<file path="config.mk">
export PLATFORM = sky130hd
export DESIGN_NAME = acu_core
export DESIGN_NICKNAME = d
export VERILOG_FILES = /design/src/rtl/acu_pkg.sv /design/src/rtl/acu_arith.sv /design/src/rtl/acu_logic.sv /design/src/rtl/acu_bcd.sv /design/src/rtl/acu_core.sv
export SDC_FILE = /design/constraint.sdc
export NUM_CORES = 1
export LEC_CHECK = 0
export BUFFER_PORTS_ARGS = -buffer_cell sky130_fd_sc_hd__buf_4
export CAP_MARGIN = 20
export CORE_ASPECT_RATIO = 2
export CORE_UTILIZATION = 54
export DETAILED_ROUTE_END_ITERATION = 7
export PLACE_DENSITY_LB_ADDON = 0.1
export RECOVER_POWER = 50
export SLEW_MARGIN = 20
export SYNTH_ARGS = -nofsm -noshare
export SYNTH_HDL_FRONTEND = slang
export SYNTH_HIERARCHICAL = 1
export SYNTH_SLANG_ARGS = --single-unit
</file>
<file path="constraint.sdc">
create_clock -name clk -period 3.75 [get_ports clk]
set_input_delay 0 -clock clk [delete_from_list [all_inputs] [get_ports clk]]
set_output_delay 0 -clock clk [all_outputs]
set_load 0.005 [all_outputs]
</file>
<file path="src/rtl/acu_pkg.sv">
package acu_pkg;

  localparam int unsigned DW  = 8;
  localparam int unsigned NW  = DW / 2;
  localparam int unsigned OPW = 4;
  localparam int unsigned FW  = 5;

  typedef enum logic [OPW-1:0] {
    OP_ADD  = 4'd0,
    OP_ADC  = 4'd1,
    OP_SUB  = 4'd2,
    OP_SBB  = 4'd3,
    OP_CMP  = 4'd4,
    OP_AND  = 4'd5,
    OP_XOR  = 4'd6,
    OP_OR   = 4'd7,
    OP_ROL  = 4'd8,
    OP_ROR  = 4'd9,
    OP_RCL  = 4'd10,
    OP_RCR  = 4'd11,
    OP_CPL  = 4'd12,
    OP_CMC  = 4'd13,
    OP_STC  = 4'd14,
    OP_DADJ = 4'd15
  } op_e;

  typedef struct packed {
    logic sgn;
    logic zer;
    logic aux;
    logic par;
    logic cry;
  } flg_t;

  function automatic logic f_even(input logic [DW-1:0] v);
    return ~(^v);
  endfunction

  function automatic flg_t f_flags(input logic [DW-1:0] r, input logic aux, input logic cry);
    flg_t f;
    f.sgn = r[DW-1];
    f.zer = (r == '0);
    f.aux = aux;
    f.par = f_even(r);
    f.cry = cry;
    return f;
  endfunction

  function automatic logic f_is_rot(input op_e o);
    return (o == OP_ROL) || (o == OP_ROR) || (o == OP_RCL) || (o == OP_RCR);
  endfunction

endpackage

</file>
<file path="src/rtl/acu_arith.sv">
module acu_arith
  import acu_pkg::*;
(
  input  op_e           op,
  input  logic [DW-1:0] a,
  input  logic [DW-1:0] b,
  input  logic          cry_in,
  output logic [DW-1:0] res,
  output logic          cy_o,
  output logic          ac_o
);
  logic          sub_mode;
  logic          cin;
  logic [NW:0]   lo;
  logic [DW:0]   full;

  always_comb begin
    sub_mode = (op == OP_SUB) || (op == OP_SBB) || (op == OP_CMP);
    cin      = ((op == OP_ADC) || (op == OP_SBB)) ? cry_in : 1'b0;
    if (sub_mode) begin
      lo   = {1'b0, a[NW-1:0]} - {1'b0, b[NW-1:0]} - {{NW{1'b0}}, cin};
      full = {1'b0, a} - {1'b0, b} - {{DW{1'b0}}, cin};
    end else begin
      lo   = {1'b0, a[NW-1:0]} + {1'b0, b[NW-1:0]} + {{NW{1'b0}}, cin};
      full = {1'b0, a} + {1'b0, b} + {{DW{1'b0}}, cin};
    end
    res  = full[DW-1:0];
    cy_o = full[DW];
    ac_o = lo[NW];
  end
endmodule

</file>
<file path="src/rtl/acu_logic.sv">
module acu_logic
  import acu_pkg::*;
(
  input  op_e           op,
  input  logic [DW-1:0] a,
  input  logic [DW-1:0] b,
  input  logic          cry_in,
  output logic [DW-1:0] res,
  output logic          cy_o
);
  always_comb begin
    res  = a;
    cy_o = cry_in;
    unique case (op)
      OP_AND: res = a & b;
      OP_XOR: res = a ^ b;
      OP_OR:  res = a | b;
      OP_ROL: begin res = {a[DW-2:0], a[DW-1]}; cy_o = a[DW-1]; end
      OP_ROR: begin res = {a[0], a[DW-1:1]};    cy_o = a[0];    end
      OP_RCL: begin res = {a[DW-2:0], cry_in};  cy_o = a[DW-1]; end
      OP_RCR: begin res = {cry_in, a[DW-1:1]};  cy_o = a[0];    end
      OP_CPL: res  = ~a;
      OP_CMC: cy_o = ~cry_in;
      OP_STC: cy_o = 1'b1;
      default: begin res = a; cy_o = cry_in; end
    endcase
  end
endmodule

</file>
<file path="src/rtl/acu_bcd.sv">
module acu_bcd
  import acu_pkg::*;
(
  input  logic [DW-1:0] a,
  input  logic          aux_in,
  input  logic          cry_in,
  output logic [DW-1:0] res,
  output logic          cy_o,
  output logic          ac_o
);
  localparam logic [DW-1:0] LO_FIX = DW'(6);
  localparam logic [DW-1:0] HI_FIX = DW'(6) << NW;
  localparam logic [NW-1:0] DIG_MAX = NW'(9);

  logic          lo_fix;
  logic          hi_fix;
  logic [DW:0]   step1;

  always_comb begin
    lo_fix = (a[NW-1:0] > DIG_MAX) || aux_in;
    step1  = {1'b0, a} + {1'b0, (lo_fix ? LO_FIX : '0)};
    hi_fix = step1[DW] || (step1[DW-1:NW] > DIG_MAX) || cry_in;
    res    = step1[DW-1:0] + (hi_fix ? HI_FIX : '0);
    cy_o   = hi_fix;
    ac_o   = lo_fix && (a[NW-1:0] > DIG_MAX);
  end
endmodule

</file>
<file path="src/rtl/acu_core.sv">
module acu_core
  import acu_pkg::*;
(
  input  logic          clk,
  input  logic          rst,
  input  logic          ld,
  input  logic [3:0]    op_sel,
  input  logic [7:0]    opnd,
  output logic [7:0]    acc_q,
  output logic [4:0]    flg_q
);
  op_e           op;
  flg_t          f_cur;
  flg_t          f_nxt;
  logic [DW-1:0] a_nxt;
  logic          wr_en;

  logic [DW-1:0] ar_res, lg_res, bc_res;
  logic          ar_cy, ar_ac, lg_cy, bc_cy, bc_ac;

  assign op    = op_e'(op_sel);
  assign f_cur = flg_t'(flg_q);
  assign wr_en = ld & ~rst;

  acu_arith u_arith (
    .op(op), .a(acc_q), .b(opnd), .cry_in(f_cur.cry),
    .res(ar_res), .cy_o(ar_cy), .ac_o(ar_ac)
  );

  acu_logic u_logic (
    .op(op), .a(acc_q), .b(opnd), .cry_in(f_cur.cry),
    .res(lg_res), .cy_o(lg_cy)
  );

  acu_bcd u_bcd (
    .a(acc_q), .aux_in(f_cur.aux), .cry_in(f_cur.cry),
    .res(bc_res), .cy_o(bc_cy), .ac_o(bc_ac)
  );

  always_comb begin
    a_nxt = acc_q;
    f_nxt = f_cur;
    unique case (op)
      OP_ADD, OP_ADC, OP_SUB, OP_SBB: begin
        a_nxt = ar_res;
        f_nxt = f_flags(ar_res, ar_ac, ar_cy);
      end
      OP_CMP: f_nxt = f_flags(ar_res, ar_ac, ar_cy);
      OP_AND: begin
        a_nxt = lg_res;
        f_nxt = f_flags(lg_res, 1'b1, 1'b0);
      end
      OP_XOR, OP_OR: begin
        a_nxt = lg_res;
        f_nxt = f_flags(lg_res, 1'b0, 1'b0);
      end
      OP_ROL, OP_ROR, OP_RCL, OP_RCR: begin
        a_nxt     = lg_res;
        f_nxt.cry = lg_cy;
      end
      OP_CPL: a_nxt = lg_res;
      OP_CMC, OP_STC: f_nxt.cry = lg_cy;
      OP_DADJ: begin
        a_nxt = bc_res;
        f_nxt = f_flags(bc_res, bc_ac, bc_cy);
      end
      default: begin a_nxt = acc_q; f_nxt = f_cur; end
    endcase
  end

  always_ff @(posedge clk) begin
    if (rst) begin
      acc_q <= '0;
      flg_q <= '0;
    end else if (wr_en) begin
      acc_q <= a_nxt;
      flg_q <= f_nxt;
    end
  end
endmodule

</file>
* Yosys cells after proc, flatten, opt, wreduce, memory -nomap -nowiden
Cells that the tools add are included.
** Word-level totals
- RAM bits :: 0
- ROM bits :: 0
- Memories :: 0
- Output and inout port bits :: 13
- Register bits after elaboration :: 13
- Latch bits :: 0
** Operators by class
- $mul :: 0
- Mux-type cells :: 10
- $add $sub $neg :: 10
- Shift-type cells :: 0
- Divide/modulo/power cells :: 0
- Equal/unequal tests :: 16
- Order comparisons :: 2
- Reduce and logical (&&, ||, !) cells :: 28
- Bitwise gates (word level) :: 10
** Operators by type and width (number)
- $pmux 8 s8 :: 1
- $eq 4x4->1 const B :: 8
- $logic_not 8->1 :: 3
- $pmux 8 s3 :: 1
- $reduce_xor 8->1 :: 3
- $add 8x8->9 :: 2
- $eq 4x3->1 const B :: 4
- $pmux 4 s4 :: 1
- $add 9x1->9 :: 1
- $mux 9 :: 1
- $sub 8x8->9 :: 1
- $sub 9x1->9 :: 1
- $add 8x8->8 :: 1
- $and 8x8->8 :: 1
- $eq 4x2->1 const B :: 2
- $gt 4x4->1 const B :: 2
- $not 8->8 :: 1
- $or 8x8->8 :: 1
- $pmux 1 s4 :: 2
- $reduce_bool 4->1 :: 2
- $reduce_or 8->1 :: 1
- $xor 8x8->8 :: 1
- $mux 7 :: 1
- $logic_or 1x1->1 :: 6
- other kinds (21) :: 28

* Longest topological paths before layout
- Depth in word-level cells :: 12
- Mapped depth :: 19

* Cells and area by module
Netlist, hierarchy kept.
** Modules (own cells, without submodules)
- acu_core :: cells an instance 147, seq. area each 260.2 µm², area an instance 1148.6 µm², instances 1
- acu_logic :: cells an instance 149, seq. area each 0.0 µm², area an instance 983.4 µm², instances 1
- acu_arith :: cells an instance 117, seq. area each 0.0 µm², area an instance 917.1 µm², instances 1
- acu_bcd :: cells an instance 29, seq. area each 0.0 µm², area an instance 256.5 µm², instances 1

* Worst setup path before layout
Ideal clock, no wire load.
- Path type :: reg-to-reg
- From :: register acc_q[1]
- To :: register flg_q[1]
- Period minus slack after synthesis :: 3.997 ns
- Path slack :: -0.247 ns
- Path buffers :: 0
- Stages on the path, launching flop included :: 20
- Data arrival time :: 3.853 ns
- Path through :: dfxtp_1 > o21a_1 > or2_1 > ha_1 > fa_1 > nand3_1 > xnor2_1 > o311ai_2 > o311ai_1 > ha_1 > inv_1 > fa_1 > xnor2_1 > xnor2_1 > inv_1 > ha_1 > xnor2_1 > xnor2_1 > a22oi_1 > a31oi_1
** Between the ends
- Cells in the longest elaborated chain, start to end :: 12
** RTL lines
- start, declared :: RTL line acu_core.sv:9 : output logic [7:0] acc_q,
- start signal, assigned :: RTL line acu_core.sv:76 : acc_q <= a_nxt;
- $gt 4x4->1 :: RTL line acu_bcd.sv:20 : lo_fix = (a[NW-1:0] > DIG_MAX) || aux_in;
- $logic_or 1x1->1 :: RTL line acu_bcd.sv:20
- $mux 3 :: RTL line acu_bcd.sv:21 : step1 = {1'b0, a} + {1'b0, (lo_fix ? LO_FIX : '0)};
- $add 8x8->9 * :: RTL line acu_bcd.sv:21
- $gt 4x4->1 :: RTL line acu_bcd.sv:22 : hi_fix = step1[DW] || (step1[DW-1:NW] > DIG_MAX) || cry_in;
- $logic_or 1x1->1 * (2 in a row) :: RTL line acu_bcd.sv:22
- named net bc_cy :: RTL line acu_core.sv:19 : logic ar_cy, ar_ac, lg_cy, bc_cy, bc_ac;
- $mux 7 * :: RTL line acu_bcd.sv:23 : res = step1[DW-1:0] + (hi_fix ? HI_FIX : '0);
- $add 8x8->8 * :: RTL line acu_bcd.sv:23
- named net bc_res[7] :: RTL line acu_core.sv:18 : logic [DW-1:0] ar_res, lg_res, bc_res;
- $reduce_xor 8->1 * :: RTL line acu_pkg.sv:36 : return ~(^v);
- $not 1->1 * :: RTL line acu_pkg.sv:36
- $pmux 4 s4 * :: RTL line acu_core.sv:43 : unique case (op)
- end signal, assigned :: RTL line acu_core.sv:77 : flg_q <= f_nxt;
- end, declared :: RTL line acu_core.sv:10 : output logic [4:0] flg_q
Mark *: on every way through the listed nets, which the timed path passes. The rest lies on a longest branch.
A chain may end at the register's enable or synchronous reset.

* Worst setup path in the final report
- From :: register acc_q[2]
- To :: register flg_q[1]
Same word-level chain as after synthesis.

==> results.sh <==
export IMPL_wl_um=10200
export IMPL_cp_required_ns=3.84
export IMPL_stdcell_count=548
export IMPL_via_per_inst=6.29
export IMPL_synth_seq_cells=13
export IMPL_overflow=0
export IMPL_die_h_um=113
export IMPL_async_flop_share_pct=0
export IMPL_peakVddDrop_v=0.000149
export IMPL_drive_gt1_share_pct=18.8
export IMPL_synth_warnings=6
export IMPL_yosysMostFrequentCell="inv_1"
export IMPL_htreeDepth=1
export IMPL_cts_buffers=3
export IMPL_multi_input_area_um2=2700
export IMPL_floorplan_core_area_um2=5960
export IMPL_synth_area_per_cell_um2=7.48
export IMPL_drcViolationCount=3
export IMPL_routedWlPerCell_um=18.6
export IMPL_hold_worst_slack_ns=0.0666
export IMPL_skew_ns=0.00591
export IMPL_worst_skew_pair_late_latency_ns=0.25
export IMPL_seqCellArea_um2=269
export IMPL_grt_antenna_before_repair=0
export IMPL_drt_initial_drc_count=190
export IMPL_max_stage_delay_ns=0.38
export IMPL_firstDrtPassIters=7
export IMPL_start_util_pct=55.5
export IMPL_yosys_area_top_type="ha_1"
export IMPL_post_place_ws_ns=-0.138
export IMPL_cts_root_buf="clkbuf_16"
export IMPL_hp_class="input port to flip-flop"
export IMPL_synth_top_cells_by_area="ha_1 20%, inv_1 9.0%, dfxtp_1 7.9%, xnor2_1 6.9%, a21oi_1 4.4%"
export IMPL_synth_cells=442
export IMPL_crit_chain="o21a_1 > or2_4 > ha_4 > fa_2 > nand3_2 > xnor2_2 > o311ai_2 > o311ai_2 > ha_2 > inv_1 > fa_2 > xnor2_1 > xnor2_1 > inv_1 > ha_4 > xnor2_2 > xnor2_1 > a22oi_1 > a31oi_1"
export IMPL_timing_final_crit_share_pct=103
export IMPL_synth_common_cells="79 x inv_1, 52 x ha_1, 29 x a21oi_1"
export IMPL_num_vias=3446
export IMPL_leakage_uw=0.00177
export IMPL_first_global_vias=3445
export IMPL_grt_pass1_wl_um=16300
export IMPL_outcome="finished with violations"
export IMPL_cp_slowest_cell="fa_2"
export IMPL_maxSlewHeadroom_pct=26.3
export IMPL_fillers=581
export IMPL_slew_viol_final=0
export IMPL_fin_nets=559
export IMPL_synthesis_nets=515
export IMPL_die_area_um2=6460
export IMPL_setup_viol_count_final=2
export IMPL_crit_buf_inv=2
export IMPL_cap_violations=0
export IMPL_clock_fmax_mhz=259
export IMPL_clkTransAtPathRegs_ns=0.05
export IMPL_port_buffers=27
export IMPL_tightest_slew_ns=1.11
export IMPL_finalCriticalPeriod_ns=3.86
export IMPL_clock_sinks=13
export IMPL_power_density_nw_per_um2=284
export IMPL_final_util_pct=64.7
export IMPL_hold_viol_final=0
export IMPL_ant_nets=0
export IMPL_cts_tree="done"
export IMPL_dp_cells=537
export IMPL_seq_area_frac_synth_pct=7.87
export IMPL_clock_path_buffers=2
export IMPL_worst_setup_path_type="flip-flop to flip-flop"
export IMPL_grt_use_total_pct=32.6
export IMPL_p_total_uw=1100
export IMPL_die_w_um=57.3
export IMPL_cpMostUsedCell="xnor2_1"
export IMPL_finalWorstSetupSlack_ns=-0.112
export IMPL_cp_start_kind="flip-flop"
export IMPL_gp_congestion=0.894
export IMPL_num_io_pins=28
export IMPL_grt_max_degree=45
export IMPL_synthesis_area_um2=3310
export IMPL_cp_end_kind="flip-flop"
export IMPL_synth_ff_type="dfxtp_1"
export IMPL_yosysUniqueCellTypes=74
export IMPL_synth_edff_count=0
export IMPL_cp_max_fo=3
export IMPL_syn2layout_area_growth_pct=16.6
export IMPL_diodes=0
export IMPL_core_rowCount=40
export IMPL_hpwlAfterDp_um=7820
export IMPL_synth_top_area_share_pct=19.7
export IMPL_rsz0062_at_grt="true"
export IMPL_arrival_ns=3.95
export IMPL_critical_path_top_delay_family="adder cells"
export IMPL_violations="design-rule violations, negative setup slack"
## sequential cells by signal (all words and copies together) (netlist names)
register and count:
acc_q 8, flg_q 5
## power breakdown
part           switching [µW]  leakage, µW  internal (µW)
registers                11.4     0.000109            150
logic                     391      0.00162            333
clock network            65.1    0.0000382            144
## routing by layer
metal	vias to the layer above	track usage, %	routed length (µm)
li1	1646	-	-
met1	1630	31.5	3600
met2	119	60.9	5500
met3	51	4.49	407
met4	0	22.9	660
met5	-	0	0
## layout make-up
class                   count  share of cell area (%)
multi-input cells         330                    70.0
repair buffers             59                    11.3
inverters                  79                    7.69
flip-flops and latches     13                    6.98
clock buffers               4                    2.05
well taps                  63                    2.05
## per-stage QoR
step                TNS [ns]  area (µm²)
CTS                  -0.0286        3850
global placement     -0.0158        3710
finish                -0.192        3850
detailed placement    -0.138        3710
floorplan                  0        3360
global route          -0.496        3850
## worst min-delay path, cell delays in order
cell and delay (ns):
buf_4 0.12, o311ai_0 0.07, a21oi_1 0.07
## layout by cell type, fill, tap and decap left out, types with 3 or more instances in the layout
| cell | count |
|---|---|
| a21o_1 | 4 |
| a21oi_1 | 27 |
| a222oi_1 | 8 |
| a22o_1 | 4 |
| a22oi_1 | 7 |
| a31oi_1 | 10 |
| a32oi_1 | 3 |
| buf_4 | 51 |
| clkbuf_1 | 4 |
| clkbuf_16 | 3 |
| clkbuf_4 | 4 |
| dfxtp_1 | 10 |
| fa_1 | 4 |
| ha_1 | 49 |
| inv_1 | 77 |
| mux2i_1 | 10 |
| nand2_1 | 20 |
| nand2b_1 | 11 |
| nand3_1 | 5 |
| nand4_1 | 4 |
| nor2_1 | 23 |
| nor2b_1 | 5 |
| nor3_1 | 4 |
| nor3b_1 | 3 |
| o21a_1 | 3 |
| o21ai_0 | 27 |
| o22ai_1 | 3 |
| o32a_1 | 3 |
| or3_1 | 4 |
| xnor2_1 | 24 |
| xor2_1 | 4 |
## worst paths after layout
path / from / endpoint / slack [ns] / depth (start not counted)
setup / recovery: acc_q[2]$_SDFFE_PP0P_ / flg_q[1]$_SDFFE_PP0P_ / -0.11 / 19
hold / removal: ld / flg_q[0]$_SDFFE_PP0P_ / 0.07 / 3
setup reg to reg: acc_q[2]$_SDFFE_PP0P_ / flg_q[1]$_SDFFE_PP0P_ / -0.11 / 19
hold reg to reg: flg_q[4]$_SDFFE_PP0P_ / flg_q[4]$_SDFFE_PP0P_ / 0.48 / 2
## kinds of logic after synthesis
group	after synthesis	share of synthesized area, %
buf+inv	99	12.7
mux	11	3.37
fa+ha+maj	58	23.3
compound gates	129	27.4
flops	13	7.87
simple gates	102	17.4
xor+xnor	30	7.95
## repair_timing
item / in CTS / in global routing
hold endpoints to repair: 1 / 0
hold buffers: 1 / 0
pin swaps: 6 / 1
gates resized for setup: 4 / 1
buffers inserted: 4 / 2
endpoints found under the setup margin: 2 / 3
Note: power is estimated with default switching activity, not from simulation.
